[src/rtl/srq_pkg.sv]
package srq_pkg;

  typedef enum logic [1:0] {
    TRG_ONE      = 2'd0,
    TRG_FOUR     = 2'd1,
    TRG_EIGHT    = 2'd2,
    TRG_FOURTEEN = 2'd3
  } trig_sel_e;

  // queue control byte fields
  localparam int unsigned CTL_TRIG_LSB = 6;
  localparam int unsigned CTL_FLUSH    = 1;
  // serial control byte fields
  localparam int unsigned SCTL_RX_EN   = 4;
  localparam int unsigned SCTL_IRQ_EN  = 6;

  function automatic int unsigned trig_level(trig_sel_e sel);
    case (sel)
      TRG_ONE:   return 1;
      TRG_FOUR:  return 4;
      TRG_EIGHT: return 8;
      default:   return 14;
    endcase
  endfunction

endpackage

[src/rtl/srq_rst_sync.sv]
module srq_rst_sync #(
  parameter int STAGES = 2
) (
  input  logic clk,
  input  logic rst_n,
  output logic rst_n_sync
);

  logic [STAGES-1:0] sync_q;
  logic [STAGES-1:0] sync_d;

  always_comb begin
    sync_d = {sync_q[STAGES-2:0], 1'b1};
  end

  always_ff @(posedge clk or negedge rst_n) begin
    if (!rst_n) sync_q <= '0;
    else        sync_q <= sync_d;
  end

  assign rst_n_sync = sync_q[STAGES-1];

endmodule

[src/rtl/srq_store.sv]
module srq_store #(
  parameter int DW    = 8,
  parameter int DEPTH = 16,
  parameter int CW    = $clog2(DEPTH + 1)
) (
  input  logic          clk,
  input  logic          rst_n,
  input  logic          push,
  input  logic          pop,
  input  logic          flush,
  input  logic [DW-1:0] wr_byte,
  output logic [DW-1:0] front,
  output logic [CW-1:0] count,
  output logic [CW-1:0] count_nxt
);

  localparam int AW = $clog2(DEPTH);

  logic [DEPTH-1:0][DW-1:0] mem_q;
  logic [DEPTH-1:0]         wen;
  logic [AW-1:0]            wr_ptr_q, wr_ptr_d;
  logic [AW-1:0]            rd_ptr_q, rd_ptr_d;
  logic [CW-1:0]            cnt_q, cnt_d;

  function automatic logic [AW-1:0] ptr_inc(logic [AW-1:0] p);
    return (p == AW'(DEPTH - 1)) ? '0 : p + 1'b1;
  endfunction

  // per-entry write enables
  for (genvar g = 0; g < DEPTH; g++) begin : g_wen
    assign wen[g] = push && (wr_ptr_q == AW'(g));
  end

  always_comb begin
    wr_ptr_d = wr_ptr_q;
    rd_ptr_d = rd_ptr_q;
    cnt_d    = cnt_q;
    if (flush) begin
      wr_ptr_d = '0;
      rd_ptr_d = '0;
      cnt_d    = '0;
    end else begin
      if (push) wr_ptr_d = ptr_inc(wr_ptr_q);
      if (pop)  rd_ptr_d = ptr_inc(rd_ptr_q);
      case ({push, pop})
        2'b10:   cnt_d = cnt_q + 1'b1;
        2'b01:   cnt_d = cnt_q - 1'b1;
        default: cnt_d = cnt_q;
      endcase
    end
  end

  always_ff @(posedge clk or negedge rst_n) begin
    if (!rst_n) begin
      wr_ptr_q <= '0;
      rd_ptr_q <= '0;
      cnt_q    <= '0;
    end else begin
      wr_ptr_q <= wr_ptr_d;
      rd_ptr_q <= rd_ptr_d;
      cnt_q    <= cnt_d;
    end
  end

  // storage: no reset, written only through its enable
  always_ff @(posedge clk) begin
    for (int i = 0; i < DEPTH; i++) begin
      if (wen[i]) mem_q[i] <= wr_byte;
    end
  end

  assign front     = (cnt_q != '0) ? mem_q[rd_ptr_q] : '0;
  assign count     = cnt_q;
  assign count_nxt = cnt_d;

endmodule

[src/rtl/srq_timer.sv]
module srq_timer #(
  parameter int TICKS = 120,
  parameter int TW    = $clog2(TICKS + 1)
) (
  input  logic clk,
  input  logic rst_n,
  input  logic restart,
  input  logic cancel,
  output logic expire
);

  logic          armed_q, armed_d;
  logic [TW-1:0] cnt_q, cnt_d;

  assign expire = armed_q && (cnt_q == '0);

  always_comb begin
    armed_d = armed_q;
    cnt_d   = cnt_q;
    if (cancel) begin
      armed_d = 1'b0;
    end else if (restart) begin
      armed_d = 1'b1;
      cnt_d   = TW'(TICKS - 1);
    end else if (armed_q) begin
      if (cnt_q == '0) armed_d = 1'b0;
      else             cnt_d   = cnt_q - 1'b1;
    end
  end

  always_ff @(posedge clk or negedge rst_n) begin
    if (!rst_n) begin
      armed_q <= 1'b0;
      cnt_q   <= '0;
    end else begin
      armed_q <= armed_d;
      cnt_q   <= cnt_d;
    end
  end

endmodule

[src/rtl/srq_level.sv]
module srq_level
  import srq_pkg::*;
#(
  parameter int CW = 5
) (
  input  logic          clk,
  input  logic          rst_n,
  input  logic          sel_wr,
  input  logic [1:0]    sel_in,
  input  logic          flush,
  input  logic          push,
  input  logic          pop,
  input  logic [CW-1:0] count_nxt,
  input  logic          expire,
  output logic          full,
  output logic          hit
);

  trig_sel_e     sel_q, sel_d;
  logic [CW-1:0] trig;
  logic          full_q, full_d;
  logic          drop;

  assign trig = CW'(trig_level(sel_q));
  assign hit  = push && (count_nxt >= trig);
  assign drop = pop && (count_nxt < trig);

  always_comb begin
    sel_d = sel_wr ? trig_sel_e'(sel_in) : sel_q;
    if (flush)               full_d = 1'b0;
    else if (hit || expire)  full_d = 1'b1;
    else if (drop)           full_d = 1'b0;
    else                     full_d = full_q;
  end

  always_ff @(posedge clk or negedge rst_n) begin
    if (!rst_n) begin
      sel_q  <= TRG_ONE;
      full_q <= 1'b0;
    end else begin
      sel_q  <= sel_d;
      full_q <= full_d;
    end
  end

  assign full = full_q;

endmodule

[src/rtl/serial_rx_queue.sv]
module serial_rx_queue
  import srq_pkg::*;
#(
  parameter int  DW            = 8,
  parameter int  DEPTH         = 16,
  parameter int  CHAR_CYCLES   = 8,
  parameter int  TIMEOUT_CHARS = 15,
  parameter int  RST_STAGES    = 2,
  localparam int CW            = $clog2(DEPTH + 1)
) (
  input  logic          clk,
  input  logic          rst_n,
  input  logic          rx_valid,
  input  logic [DW-1:0] rx_byte,
  input  logic [7:0]    ser_ctl,
  input  logic          ctl_wr,
  input  logic [7:0]    ctl_wdata,
  input  logic          rd_pop,
  output logic [DW-1:0] rd_data,
  output logic [CW-1:0] rx_count,
  output logic          rx_full,
  output logic          rx_irq
);

  localparam int TICKS = CHAR_CYCLES * TIMEOUT_CHARS;

  logic          rst_int_n;
  logic          flush, push_ok, pop_ok;
  logic          expire, hit;
  logic [CW-1:0] count_nxt;
  logic          unused_ctl_bits;

  assign unused_ctl_bits = ^{ctl_wdata[5:2], ctl_wdata[0], ser_ctl[7], ser_ctl[5], ser_ctl[3:0]};

  srq_rst_sync #(.STAGES(RST_STAGES)) u_rst (
    .clk        (clk),
    .rst_n      (rst_n),
    .rst_n_sync (rst_int_n)
  );

  assign flush   = ctl_wr && ctl_wdata[CTL_FLUSH];
  assign push_ok = rx_valid && ser_ctl[SCTL_RX_EN] && (rx_count != CW'(DEPTH)) && !flush;
  assign pop_ok  = rd_pop && (rx_count != '0) && !flush;

  srq_store #(.DW(DW), .DEPTH(DEPTH), .CW(CW)) u_store (
    .clk       (clk),
    .rst_n     (rst_int_n),
    .push      (push_ok),
    .pop       (pop_ok),
    .flush     (flush),
    .wr_byte   (rx_byte),
    .front     (rd_data),
    .count     (rx_count),
    .count_nxt (count_nxt)
  );

  srq_timer #(.TICKS(TICKS)) u_timer (
    .clk     (clk),
    .rst_n   (rst_int_n),
    .restart (push_ok && !hit),
    .cancel  (flush || hit),
    .expire  (expire)
  );

  srq_level #(.CW(CW)) u_level (
    .clk       (clk),
    .rst_n     (rst_int_n),
    .sel_wr    (ctl_wr),
    .sel_in    (ctl_wdata[CTL_TRIG_LSB+1:CTL_TRIG_LSB]),
    .flush     (flush),
    .push      (push_ok),
    .pop       (pop_ok),
    .count_nxt (count_nxt),
    .expire    (expire),
    .full      (rx_full),
    .hit       (hit)
  );

  assign rx_irq = rx_full && ser_ctl[SCTL_IRQ_EN];

endmodule

[config.mk]
export PLATFORM = sky130hd
export DESIGN_NAME = serial_rx_queue
export DESIGN_NICKNAME = d
export VERILOG_FILES = /design/src/rtl/srq_pkg.sv /design/src/rtl/srq_rst_sync.sv /design/src/rtl/srq_store.sv /design/src/rtl/srq_timer.sv /design/src/rtl/srq_level.sv /design/src/rtl/serial_rx_queue.sv
export SDC_FILE = /design/constraint.sdc
export NUM_CORES = 1
export LEC_CHECK = 0
export ABC_CLOCK_PERIOD_IN_PS = 1700
export BUFFER_PORTS_ARGS = -buffer_cell sky130_fd_sc_hd__buf_4
export CAP_MARGIN = 20
export CORE_MARGIN = 3
export CORE_UTILIZATION = 54
export CTS_BUF_LIST = sky130_fd_sc_hd__clkbuf_16
export CTS_CLUSTER_SIZE = 28
export DETAILED_ROUTE_END_ITERATION = 12
export PLACE_DENSITY = 0.8
export SLEW_MARGIN = 10
export SYNTH_ARGS = -nofsm -noshare
export SYNTH_HDL_FRONTEND = slang
export SYNTH_SLANG_ARGS = --single-unit
[constraint.sdc]
create_clock -name clk -period 1.7 [get_ports clk]
set_input_delay 0.17 -clock clk [delete_from_list [all_inputs] [get_ports clk]]
set_output_delay 0.17 -clock clk [all_outputs]
set_load 0.005 [all_outputs]
==> metrics.txt <==
# TYPE chip_impl_metric gauge
chip_impl_info{name="clock_tree_from_tritoncts",value="done"} 1
chip_impl_metric{name="final-seq-area",unit="µm²"} 4500
chip_impl_metric{name="detail_route.first_pass.iterations",unit=""} 7
chip_impl_info{name="outcome",value="complete, but fails checks"} 1
chip_impl_metric{name="max_slew_margin",unit=""} 0.588
chip_impl_metric{name="design_power_total",unit="W"} 0.0139
chip_impl_metric{name="remaining_routing_drc_violations",unit=""} 0
chip_impl_metric{name="num-nets-final",unit=""} 615
chip_impl_info{name="critical_path.reg2reg.startpoint",value="u_store.count[3]"} 1
chip_impl_metric{name="static-leakage-power",unit="nW"} 3.29
chip_impl_metric{name="cts_inserted_buffers",unit=""} 17
chip_impl_metric{name="grt_total_usage",unit=""} 0.255
chip_impl_metric{name="antenna_found_initial",unit=""} 0
chip_impl_info{name="cell_at_the_root_of_the_clock_tree",value="sky130_fd_sc_hd__clkbuf_16"} 1
chip_impl_metric{name="wl_met3",unit="µm"} 1400
chip_impl_metric{name="syn_area",unit="µm²"} 6690
chip_impl_info{name="postSynth.topFlopCell",value="sky130_fd_sc_hd__edfxtp_1"} 1
chip_impl_metric{name="fillerInstances",unit=""} 645
chip_impl_metric{name="rrSetupSlack",unit="ns"} -1.93
chip_impl_metric{name="finalWeightedCongestion",unit=""} 0.901
chip_impl_metric{name="final.hold.worst_slack",unit="ns"} 0.0606
chip_impl_metric{name="routed_wire_length_per_instance",unit="µm"} 24.6
chip_impl_info{name="timing.critical_path.to_type",value="register"} 1
chip_impl_metric{name="drv_slew",unit=""} 0
chip_impl_info{name="worstSetupPathType",value="register to register"} 1
chip_impl_info{name="ys_top_cells_by_count",value="sky130_fd_sc_hd__edfxtp_1 (128), sky130_fd_sc_hd__nand2_1 (36), sky130_fd_sc_hd__mux2i_1 (33), sky130_fd_sc_hd__dfrtp_1 (26), sky130_fd_sc_hd__nor2_1 (25)"} 1
chip_impl_metric{name="viasPerCell",unit=""} 6.22
chip_impl_info{name="critical_path.reg2reg.endpoint",value="u_level.full"} 1
chip_impl_metric{name="synth_enable_flop_cells",unit=""} 128
chip_impl_metric{name="critical_path_required",unit="ns"} 2.01
chip_impl_metric{name="post-synth-top-area-fraction",unit=""} 0.575
chip_impl_metric{name="core-area",unit="µm²"} 12100
chip_impl_metric{name="count_of_inserted_antenna_diode_cells",unit=""} 0
chip_impl_info{name="yosys.cell_count.top_type",value="sky130_fd_sc_hd__edfxtp_1"} 1
chip_impl_metric{name="timing.final.crit_share",unit=""} 2.14
chip_impl_metric{name="wire_length_of_the_first_global_routing_pass",unit="µm"} 25500
chip_impl_metric{name="synth.ff_latch_count",unit=""} 154
chip_impl_metric{name="drt-total-wl",unit="µm"} 18500
chip_impl_metric{name="clock_path_buffers",unit=""} 2
chip_impl_metric{name="postRouteAntennaNets",unit=""} 0
chip_impl_metric{name="average_cell_area_after_synthesis",unit="µm²"} 14.8
chip_impl_info{name="critical_path.cell_chain",value="nor4_4 > and2b_2 > buf_6 > nor2_4 > ha_4 > a21oi_2 > a21oi_2 > or3_4 > a21oi_2 > ha_4 > a21oi_4 > buf_4 > nand3_2 > a31oi_4 > nand2_1 > a211o_1"} 1
chip_impl_metric{name="flow.area_growth_from_synthesis",unit="%"} 36.4
chip_impl_info{name="critPathSlowestCell",value="sky130_fd_sc_hd__dfrtp_1"} 1
chip_impl_info{name="violations",value="negative setup slack"} 1
chip_impl_metric{name="clk_pin_slew_worst_paths",unit="ns"} 0.07
chip_impl_metric{name="vias",unit=""} 4685
chip_impl_info{name="timing.hold.worst.class",value="primary input to asynchronous set/reset pin"} 1
chip_impl_metric{name="yosys_warnings",unit=""} 0
chip_impl_metric{name="multiInputGateArea",unit="µm²"} 2580
chip_impl_info{name="highest_metal_layer_with_signal_wires",value="met4"} 1
chip_impl_metric{name="start_util",unit=""} 0.555
chip_impl_metric{name="htree_levels",unit=""} 4
chip_impl_info{name="yosys.area.top_type",value="sky130_fd_sc_hd__edfxtp_1"} 1
chip_impl_metric{name="dieHeight",unit="µm"} 117
chip_impl_metric{name="maxCapViolations",unit=""} 0
chip_impl_metric{name="ioPinCount",unit=""} 44
chip_impl_metric{name="slowest_delay",unit="ns"} 0.41
chip_impl_metric{name="grt_overflow",unit=""} 0
chip_impl_metric{name="worst_skew_pair.late_latency",unit="ns"} 0.43
chip_impl_metric{name="critical_path_arrival",unit="ns"} 3.94
chip_impl_metric{name="power_density",unit="nW/µm²"} 1530
chip_impl_metric{name="max-vdd-ir-drop",unit="mV"} 0.826
chip_impl_metric{name="setup_ws",unit="ns"} -1.93
chip_impl_metric{name="met1_length",unit="µm"} 7110
chip_impl_metric{name="cell_count_after_synthesis",unit=""} 451
chip_impl_metric{name="io_buffer_count",unit=""} 32
chip_impl_metric{name="cts.sinks",unit=""} 154
chip_impl_info{name="critical_path.startpoint_type",value="register"} 1
chip_impl_metric{name="ys_async_sr_fraction",unit=""} 0.169
chip_impl_metric{name="clock_skew",unit="ns"} 0.0103
chip_impl_info{name="grt_setup_unrepaired",value="true"} 1
chip_impl_info{name="netlist_top_cells_area",value="sky130_fd_sc_hd__edfxtp_1 (57%), sky130_fd_sc_hd__dfrtp_1 (9.7%), sky130_fd_sc_hd__mux4_2 (5.4%), sky130_fd_sc_hd__mux2i_1 (4.9%), sky130_fd_sc_hd__ha_1 (2.4%)"} 1
chip_impl_metric{name="mappedNetlistNets",unit=""} 493
chip_impl_metric{name="setup_viol",unit=""} 153
chip_impl_metric{name="layout-drive-gt1-share",unit=""} 0.439
chip_impl_metric{name="die_width",unit="µm"} 117
chip_impl_metric{name="portion_of_the_post_synthesis_area_used_by_sequential_elements",unit=""} 0.672
chip_impl_metric{name="grt_pass1_vias",unit=""} 4555
chip_impl_metric{name="wl_met2",unit="µm"} 9300
chip_impl_metric{name="final.min_clock_period",unit="ns"} 3.63
chip_impl_metric{name="die-area",unit="µm²"} 13800
chip_impl_metric{name="floorplan.rows",unit=""} 40
chip_impl_metric{name="yosysUniqueCellTypes",unit=""} 47
chip_impl_metric{name="drt-initial-drc-count",unit=""} 516
chip_impl_metric{name="grt_start_max_net_pins",unit=""} 25
chip_impl_metric{name="cp_max_fo",unit=""} 4
chip_impl_metric{name="dp_hpwl",unit="µm"} 9990
chip_impl_metric{name="dp_worst_setup_slack",unit="ns"} -1.73
chip_impl_info{name="crit_top_cell",value="sky130_fd_sc_hd__a21oi_2"} 1
chip_impl_metric{name="tightest_slew",unit="ns"} 0.610
chip_impl_metric{name="final-hold-violation-count",unit=""} 0
chip_impl_metric{name="reg2regPathDepth",unit=""} 16
chip_impl_metric{name="max_freq",unit="MHz"} 275
cell families (layout without fill, tap and decap cells):
family | after synthesis | count (layout) | share of synthesized area
buffers and inverters | 37 | 171 | 0.0236
DFF | 154 | 154 | 0.672
AOI/OAI and AO/OA | 73 | 73 | 0.0750
xor gates and xnor gates | 13 | 13 | 0.0170
other | 1 | 1 | 0.000561
adders and majority gates | 13 | 13 | 0.0243
muxes | 50 | 50 | 0.105
and+or+nand+nor | 110 | 110 | 0.0823
report_power, final:
group / internal [W] / switching, W / leakage (nW) / total, W
logic: 0.00295 / 0.00277 / 1.54 / 0.00572
registers: 0.00429 / 0.000200 / 1.47 / 0.00449
clock network: 0.00216 / 0.00155 / 0.286 / 0.00371
metal layers:
metal,global-route usage,up-vias
met5,0,-
met4,0.106,0
met3,0.0607,55
met2,0.413,277
met1,0.332,2353
li1,-,2000
per-stage QoR:
stage,cells,TNS (ns),util,cell area (µm²)
after detailed placement,695,-43.35,0.645,7780
after CTS,745,-34.96,0.735,8860
final,753,-44.58,0.756,9120
after floorplan,451,-65.93,-,6840
after global placement,695,-33.24,0.645,7780
after global routing,753,-55.98,0.756,9120
final cells by class:
class,count,share of cell area
Clock inverter,14,0.0162
Sequential cell,154,0.493
Tap cell,168,0.0230
Multi-Input combinational cell,260,0.283
Inverter,14,0.00576
Clock buffer,17,0.0466
Timing Repair Buffer,126,0.132
registers in the layout, indices dropped and copies added, names as in the netlist:
signal and flops:
u_store.mem_q 128, u_rst.sync_q 2, u_level.sel_q 2, u_timer.armed_q 1
u_store.count 5, u_store.wr_ptr_q 4, u_timer.cnt_q 7, u_level.full 1
u_store.rd_ptr_q 4
what timing repair did:
action,in CTS,in global routing
pin swaps,35,46
buffers inserted,14,12
setup endpoints to repair,150,154
hold endpoints to repair,4,0
gates resized for setup,60,39
gates cloned,2,2
hold buffers,3,0
how the worst max path moves through the flow:
stage / slack (ns) / from / cells past startpoint / end
after floorplan: -1.78 / u_store.count[1] / 17 / u_level.full
after global placement: -1.59 / u_store.count[3] / 15 / u_level.full
after detailed placement: -1.73 / u_store.count[3] / 17 / u_level.full
after CTS: -1.70 / u_store.count[0] / 16 / u_level.full
after global routing: -2.12 / u_store.count[3] / 17 / u_level.full
final: -1.93 / u_store.count[3] / 16 / u_level.full
critical path, delay by kind of cell, from the launching register on:
kind / cells / cell delay [ns]
flip-flops: 1 / 0.41
buffers and inverters: 2 / 0.27
adder cells (fa/ha/maj): 2 / 0.43
AO/OA/AOI/OAI: 6 / 1.12
AND/OR/NAND/NOR: 6 / 1.27
cell usage in the layout, fill, tap and decap left out, drive strengths merged, types with 2 or more instances in the layout:
cell	n
o21ai	10
nand2	36
o221ai	16
inv	21
clkinv	4
dlygate4sd3	3
nand2b	4
ha	13
edfxtp	128
nor3	10
a21oi	19
mux4	16
or3	3
nand3	8
nor2b	2
bufinv	2
o22ai	8
mux2i	34
nor2	25
clkbuf	19
and2	7
dfrtp	26
buf	121
nor4b	2
xor2	8
a31oi	3
xnor2	5
nor4	8
a211oi	8
o311ai	2
Note: power is estimated with default switching activity, not from simulation.
